[src/rtl/csr_read_unit.sv]
module csr_read_unit #(
  parameter logic [63:0] HART_ID  = 64'd0,
  parameter logic [63:0] ISA_MASK = 64'h8000_0000_0014_112D,
  parameter bit          HAS_FP   = 1'b1
) (
  input  logic        clk,
  input  logic        rst_n,
  input  logic        read_en,
  input  logic [11:0] addr,
  input  logic        xlen64,
  input  logic        fp_en,
  input  logic        retire,
  input  logic        wr_en,
  input  logic [11:0] wr_addr,
  input  logic [63:0] wr_data,
  output logic        rd_valid,
  output logic [63:0] rdata,
  output logic        illegal
);
  localparam logic [11:0] A_FLAGS = 12'h001, A_RMODE = 12'h002, A_FPALL = 12'h003;
  localparam logic [11:0] A_SSTAT = 12'h100, A_SIE = 12'h104, A_STVEC = 12'h105;
  localparam logic [11:0] A_SSCR = 12'h140, A_SEPC = 12'h141, A_SCAUSE = 12'h142;
  localparam logic [11:0] A_SBAD = 12'h143, A_SIP = 12'h144, A_SPTB = 12'h180, A_SASID = 12'h181;
  localparam logic [11:0] A_MSTAT = 12'h300, A_ISA = 12'h301, A_EDLG = 12'h302, A_IDLG = 12'h303;
  localparam logic [11:0] A_MIE = 12'h304, A_MTVEC = 12'h305, A_UCEN = 12'h320, A_SCEN = 12'h321;
  localparam logic [11:0] A_MSCR = 12'h340, A_MEPC = 12'h341, A_MCAUSE = 12'h342;
  localparam logic [11:0] A_MBAD = 12'h343, A_MIP = 12'h344, A_MINJ = 12'h345;
  localparam logic [11:0] A_MCYC = 12'hB00, A_MINS = 12'hB02, A_MCYCH = 12'hB80, A_MINSH = 12'hB82;
  localparam logic [11:0] A_UCYC = 12'hC00, A_UTIM = 12'hC01, A_UINS = 12'hC02;
  localparam logic [11:0] A_SCYC = 12'hD00, A_STIM = 12'hD01, A_SINS = 12'hD02;
  localparam logic [11:0] A_VEND = 12'hF11, A_ARCH = 12'hF12, A_IMPL = 12'hF13, A_HART = 12'hF14;
  localparam logic [63:0] SVIEW_MASK = 64'h0000_0000_0005_E122;

  logic [63:0] mstat_q, mip_q, mie_q, edlg_q, idlg_q, mtvec_q, mscr_q, mepc_q;
  logic [63:0] mcause_q, mbad_q, sepc_q, scause_q, sbad_q, stvec_q, sscr_q, sptb_q;
  logic [31:0] ucen_q, scen_q;
  logic [4:0]  flags_q;
  logic [2:0]  rmode_q;
  logic [63:0] cyc_q, ins_q;

  always_ff @(posedge clk or negedge rst_n) begin
    if (!rst_n) begin
      mstat_q <= '0; mip_q <= '0; mie_q <= '0; edlg_q <= '0; idlg_q <= '0;
      mtvec_q <= '0; mscr_q <= '0; mepc_q <= '0; mcause_q <= '0; mbad_q <= '0;
      sepc_q <= '0; scause_q <= '0; sbad_q <= '0; stvec_q <= '0; sscr_q <= '0;
      sptb_q <= '0; ucen_q <= '0; scen_q <= '0; flags_q <= '0; rmode_q <= '0;
    end else if (wr_en) begin
      case (wr_addr)
        A_MSTAT:  mstat_q  <= wr_data;
        A_MIP:    mip_q    <= wr_data;
        A_MIE:    mie_q    <= wr_data;
        A_EDLG:   edlg_q   <= wr_data;
        A_IDLG:   idlg_q   <= wr_data;
        A_MTVEC:  mtvec_q  <= wr_data;
        A_MSCR:   mscr_q   <= wr_data;
        A_MEPC:   mepc_q   <= wr_data;
        A_MCAUSE: mcause_q <= wr_data;
        A_MBAD:   mbad_q   <= wr_data;
        A_SEPC:   sepc_q   <= wr_data;
        A_SCAUSE: scause_q <= wr_data;
        A_SBAD:   sbad_q   <= wr_data;
        A_STVEC:  stvec_q  <= wr_data;
        A_SSCR:   sscr_q   <= wr_data;
        A_SPTB:   sptb_q   <= wr_data;
        A_UCEN:   ucen_q   <= wr_data[31:0];
        A_SCEN:   scen_q   <= wr_data[31:0];
        A_FLAGS:  flags_q  <= wr_data[4:0];
        A_RMODE:  rmode_q  <= wr_data[2:0];
        default: ;
      endcase
    end
  end

  always_ff @(posedge clk or negedge rst_n) begin
    if (!rst_n) begin
      cyc_q <= '0;
      ins_q <= '0;
    end else begin
      cyc_q <= (wr_en && wr_addr == A_MCYC) ? wr_data : cyc_q + 64'd1;
      if (wr_en && wr_addr == A_MINS) ins_q <= wr_data;
      else if (retire)                ins_q <= ins_q + 64'd1;
    end
  end

  logic        fp_ok;
  logic [63:0] ctr_sel, sview, sview_sd, scause_v;
  assign fp_ok    = HAS_FP && fp_en;
  assign ctr_sel  = (addr[1:0] == 2'd2) ? ins_q : cyc_q;
  assign sview    = mstat_q & SVIEW_MASK;
  assign sview_sd = (&sview[14:13] || &sview[16:15])
                    ? (sview | (xlen64 ? 64'h8000_0000_0000_0000 : 64'h0000_0000_8000_0000))
                    : sview;
  assign scause_v = xlen64 ? scause_q : (scause_q | {32'b0, scause_q[63], 31'b0});

  logic [63:0] val;
  logic        ill;
  always_comb begin
    val = '0;
    ill = 1'b0;
    case (addr)
      A_FLAGS: if (fp_ok) val = {59'b0, flags_q}; else ill = 1'b1;
      A_RMODE: if (fp_ok) val = {61'b0, rmode_q}; else ill = 1'b1;
      A_FPALL: if (fp_ok) val = {56'b0, rmode_q, flags_q}; else ill = 1'b1;
      A_UCYC, A_UTIM, A_UINS: if (ucen_q[addr[4:0]]) val = ctr_sel; else ill = 1'b1;
      A_SCYC, A_STIM, A_SINS: if (scen_q[addr[4:0]]) val = ctr_sel; else ill = 1'b1;
      A_MCYC:  val = cyc_q;
      A_MINS:  val = ins_q;
      A_MCYCH: if (xlen64) ill = 1'b1; else val = {32'b0, cyc_q[63:32]};
      A_MINSH: if (xlen64) ill = 1'b1; else val = {32'b0, ins_q[63:32]};
      12'h700, 12'h701, 12'h702, 12'h704, 12'h705, 12'h706: val = '0;
      12'h780, 12'h781, 12'h782, 12'h784, 12'h785, 12'h786: ill = xlen64;
      A_UCEN:   val = {32'b0, ucen_q};
      A_SCEN:   val = {32'b0, scen_q};
      A_SSTAT:  val = sview_sd;
      A_SIP:    val = mip_q & idlg_q;
      A_SIE:    val = mie_q & idlg_q;
      A_SEPC:   val = sepc_q;
      A_SBAD:   val = sbad_q;
      A_STVEC:  val = stvec_q;
      A_SCAUSE: val = scause_v;
      A_SPTB:   val = sptb_q;
      A_SSCR:   val = sscr_q;
      A_SASID, A_MINJ, A_VEND, A_ARCH, A_IMPL: val = '0;
      A_MSTAT:  val = mstat_q;
      A_MIP:    val = mip_q;
      A_MIE:    val = mie_q;
      A_MEPC:   val = mepc_q;
      A_MSCR:   val = mscr_q;
      A_MCAUSE: val = mcause_q;
      A_MBAD:   val = mbad_q;
      A_ISA:    val = ISA_MASK;
      A_HART:   val = HART_ID;
      A_MTVEC:  val = mtvec_q;
      A_EDLG:   val = edlg_q;
      A_IDLG:   val = idlg_q;
      default:  ill = 1'b1;
    endcase
  end

  logic [63:0] rd_next;
  assign rd_next = ill ? 64'd0 : (xlen64 ? val : {32'b0, val[31:0]});

  always_ff @(posedge clk or negedge rst_n) begin
    if (!rst_n) begin
      rd_valid <= 1'b0;
      rdata    <= '0;
      illegal  <= 1'b0;
    end else begin
      rd_valid <= read_en;
      if (read_en) begin
        rdata   <= rd_next;
        illegal <= ill;
      end
    end
  end
endmodule


[config.mk]
export PLATFORM = sky130hd
export DESIGN_NAME = csr_read_unit
export DESIGN_NICKNAME = d
export VERILOG_FILES = /design/src/rtl/csr_read_unit.sv
export SDC_FILE = /design/constraint.sdc
export NUM_CORES = 2
export LEC_CHECK = 0
export BUFFER_PORTS_ARGS = -buffer_cell sky130_fd_sc_hd__buf_2
export CAP_MARGIN = 10
export CORE_MARGIN = 2
export CORE_UTILIZATION = 43
export DETAILED_ROUTE_END_ITERATION = 8
export SYNTH_ARGS = -nofsm -noshare
export SYNTH_HDL_FRONTEND = slang
export SYNTH_SLANG_ARGS = --single-unit
[constraint.sdc]
create_clock -name clk -period 7.5 [get_ports clk]
set_input_delay 1.125 -clock clk [delete_from_list [all_inputs] [get_ports clk]]
set_output_delay 1.125 -clock clk [all_outputs]
set_load 0.01 [all_outputs]
==> run_results.csv <==
group,metric,value,unit
status,outcome,"finished with violations",
status,violated_checks,"design-rule violations",
synthesis,post-synth-top-area-cell,"sky130_fd_sc_hd__dfrtp_1",
clock_tree,clock_tree.root_cell,"sky130_fd_sc_hd__clkbuf_16",
clock_tree,post-cts-setup-buffer-count,0,
placement,numPortBuffers,160,
pwr,ir_drop,0.228,mV
floorplan,die_area,146000,um^2
clock_tree,hold_buffers,0,
sta,fin_crit,4.37,ns
drt,drcViolationCount,2,
sta,slew_headroom,15.6,%
sta,report.final.hold_viol_count,0,
synthesis,yosys.cell_types.count,85,
setup_path,crit_fanout,36,
finish,layout.nets,5243,
setup_path,crit_path_start,"addr[1]",
global_route,grt-ovfl-total,0,
finish,fin_util,48.6,%
sta,finClkSkew,0.0272,ns
synthesis,number_of_flops_mapped_to_enable_cells_by_yosys,0,
drt,route.detailed.wl_per_inst,34.5,um
floorplan,floorplan.initialDensity,43.3,%
global_route,initial_antenna_violation_count,23,
global_route,grt_start_max_net_pins,166,
sta,setup_violations,0,
synthesis,synthFlopType,"sky130_fd_sc_hd__dfrtp_1",
sta,maxSlewViolCount,0,
synthesis,asyncSetResetFlopFracSynth,100,%
placement,gpl_wtd_cong,0.979,
floorplan,boundaryPins,161,
pwr,power.switching,3.58,mW
global_route,grt_first_pass_wirelength,351000,um
drt,routed_wl,246000,um
pwr,combinationalPowerShare,4.1,%
clock_tree,h-tree-depth,4,
drt,vias_per_cell,6.67,
placement,post-dp-hpwl,151000,um
pwr,clock_power_share,47.9,%
finish,fraction_of_final_layout_cells_sized_beyond_drive_strength_1,32.8,%
run,drv_cap,0,
setup_path,worst-setup-path-type,"input pin to register",
synthesis,mappedNetlistNets,5255,
setup_path,worstPathArrival,5.00,ns
setup_path,worstSetupEndpointType,"register",
floorplan,coreArea,142000,um^2
drt,routed-via-count,47634,
setup_path,crit_required,8.13,ns
finish,synthToLayoutAreaGrowth,12.2,%
clock_tree,cts_made_buffers,142,
sta,final_min_period_over_clock_period,58.3,%
sta,holdWs,0.311,ns
synthesis,number_of_register_bits_inferred_by_synthesis,1290,
pwr,power.static_leakage,32.0,nW
pwr,share_seq_of_total_power,48.0,%
synthesis,syn_inst,5158,
placement,post_placement_worst_setup_slack,2.50,ns
synthesis,yosys.cell_count.top_type,"sky130_fd_sc_hd__dfrtp_1",
synthesis,ys.warnings.count,0,
worst_hold_path,hold_path.class,"input pin to asynchronous set/reset pin",
pwr,power.internal,11.3,mW
sta,fmaxAchievable,229,MHz
setup_path,crit_path_launch_type,"input pin",
drt,drc_marker_count_from_the_first_detailed_route_iteration,6278,
floorplan,die_height,382,um
clock_tree,clock_sinks,1290,
sta,final_critical_path_setup_slack,3.13,ns
drt,drt_first_pass_iters,9,
clock_tree,tritoncts_clock_tree,"yes",
sta,setup_total_negative_slack,0,ns
finish,final.fill_count,12808,
clock_tree,worst_case_clock_buffer_depth,3,
synthesis,synth_top_cells_by_area,"sky130_fd_sc_hd__dfrtp_1, sky130_fd_sc_hd__mux2_2, sky130_fd_sc_hd__a22oi_1, sky130_fd_sc_hd__nand2_1, sky130_fd_sc_hd__clkbuf_1",
synthesis,post_synth_instance_area,61400,um^2
pwr,switching_part_of_the_total_power,24.1,%
sta,tightestPinTransition,1.26,ns
floorplan,dieWidth,382,um
finish,sequential_cell_area,32300,um^2
setup_path,rr_startpoint,"cyc_q[0]$_DFF_PN0_",
synthesis,netlist_top_cells_count,"sky130_fd_sc_hd__dfrtp_1, sky130_fd_sc_hd__mux2_2, sky130_fd_sc_hd__nand2_1",
clock_tree,clk_latency,0.79,ns
global_route,via_count_of_the_first_global_routing_pass,46184,
drt,postRouteAntennaNets,0,
clock_tree,worst_setup_hold_path_clk_slew,0.06,ns
floorplan,placementRows,138,
synthesis,area_share_of_the_largest_cell_type_after_synthesis,52.6,%
pwr,power.density_cell_area,216,nW/um^2
global_route,global_route.usage.total,33.3,%
synthesis,avgSynthCellArea,11.9,um^2
finish,multi_input_comb_area,27100,um^2
sta,rsz0062_at_grt,"no",
clock_tree,cts_resized,0,
pwr,post-layout-total-power,14.9,mW
synthesis,proportion_of_synthesized_chip_area_in_sequential_cells,52.6,%
-- metal layers --
| layer | global-route usage (%) | vias up | share of wire, % |
|---|---|---|---|
| met5 | 0 | - | 0.045 |
| met2 | 48.2 | 2935 | 42 |
| li1 | - | 19152 | - |
| met1 | 45.2 | 24824 | 40 |
| met3 | 9.26 | 707 | 11 |
| met4 | 18.1 | 16 | 6.2 |
-- per-stage QoR --
| stage | cells | instance area, um^2 |
|---|---|---|
| after global placement | 6891 | 64100 |
| after global routing | 7135 | 68800 |
| after detailed placement | 6892 | 64200 |
| after floorplan | 5158 | 61400 |
| final | 7145 | 68800 |
| after CTS | 7134 | 68800 |
-- worst max-delay path, stage by stage --
cell	delay, ns
sky130_fd_sc_hd__buf_2	0.34
sky130_fd_sc_hd__buf_4	0.62
sky130_fd_sc_hd__mux2i_1	0.32
sky130_fd_sc_hd__a22oi_1	0.12
sky130_fd_sc_hd__a311oi_1	0.69
sky130_fd_sc_hd__nor4_1	0.12
sky130_fd_sc_hd__a21oi_2	0.24
sky130_fd_sc_hd__a21oi_1	0.25
sky130_fd_sc_hd__o21ai_4	0.36
sky130_fd_sc_hd__buf_4	0.54
sky130_fd_sc_hd__o22ai_1	0.17
-- logic make-up after synthesis --
group	after synthesis	share of synthesized area, %
AND/OR/NAND/NOR	1042	8.54
XOR/XNOR	127	1.81
multiplexers	1138	21.0
flip-flops	1290	52.6
AO/OA/AOI/OAI	1026	12.2
adder cells (fa/ha/maj)	2	0.0408
buffers and inverters	533	3.81
-- power by group through the flow --
| stage | Clock [mW] | Combinational [mW] | Sequential, mW |
|---|---|---|---|
| finish | 7.12 | 0.609 | 7.14 |
| global route | 7.46 | 0.655 | 7.14 |
| CTS | 7.18 | 0.599 | 7.14 |
| detailed placement | 0 | 0.597 | 7.26 |
| global placement | 0 | 0.591 | 7.26 |
| floorplan | 0 | 0.268 | 7.21 |
-- area by class of cell --
type	instances	share of cell area (%)
Inverter	76	0.414
Clock buffer	205	5.98
Clock inverter	37	0.773
Sequential cell	1290	46.9
Multi-Input combinational cell	3335	39.4
Antenna cell	11	0.0400
Timing Repair Buffer	301	3.03
Tap cell	1890	3.44
-- layout by cell type (no fill, tap or decap), types with 87 or more instances in the layout --
master,count
sky130_fd_sc_hd__clkbuf_16,145
sky130_fd_sc_hd__nand3_1,106
sky130_fd_sc_hd__xor2_1,87
sky130_fd_sc_hd__mux2_2,1095
sky130_fd_sc_hd__nand2_1,518
sky130_fd_sc_hd__dfrtp_1,1290
sky130_fd_sc_hd__o21ai_0,167
sky130_fd_sc_hd__a22oi_1,370
sky130_fd_sc_hd__buf_4,126
sky130_fd_sc_hd__buf_2,158
sky130_fd_sc_hd__a21oi_1,90
-- path summary, 6_finish.rpt --
kind                                                to  slack, ns  cells after the start
worst min register to register  sptb_q[32]$_DFFE_PN0P_       0.49                      1
worst min-delay path            sscr_q[20]$_DFFE_PN0P_       0.31                      1
min in group clk                sptb_q[32]$_DFFE_PN0P_       0.49                      1
max in group asynchronous       sptb_q[35]$_DFFE_PN0P_       5.32                      3
worst max-delay path             rdata[12]$_DFFE_PN0P_       3.13                     11
worst max register to register     cyc_q[58]$_DFF_PN0_       3.70                      9
Power figures use the tool's default switching activity.
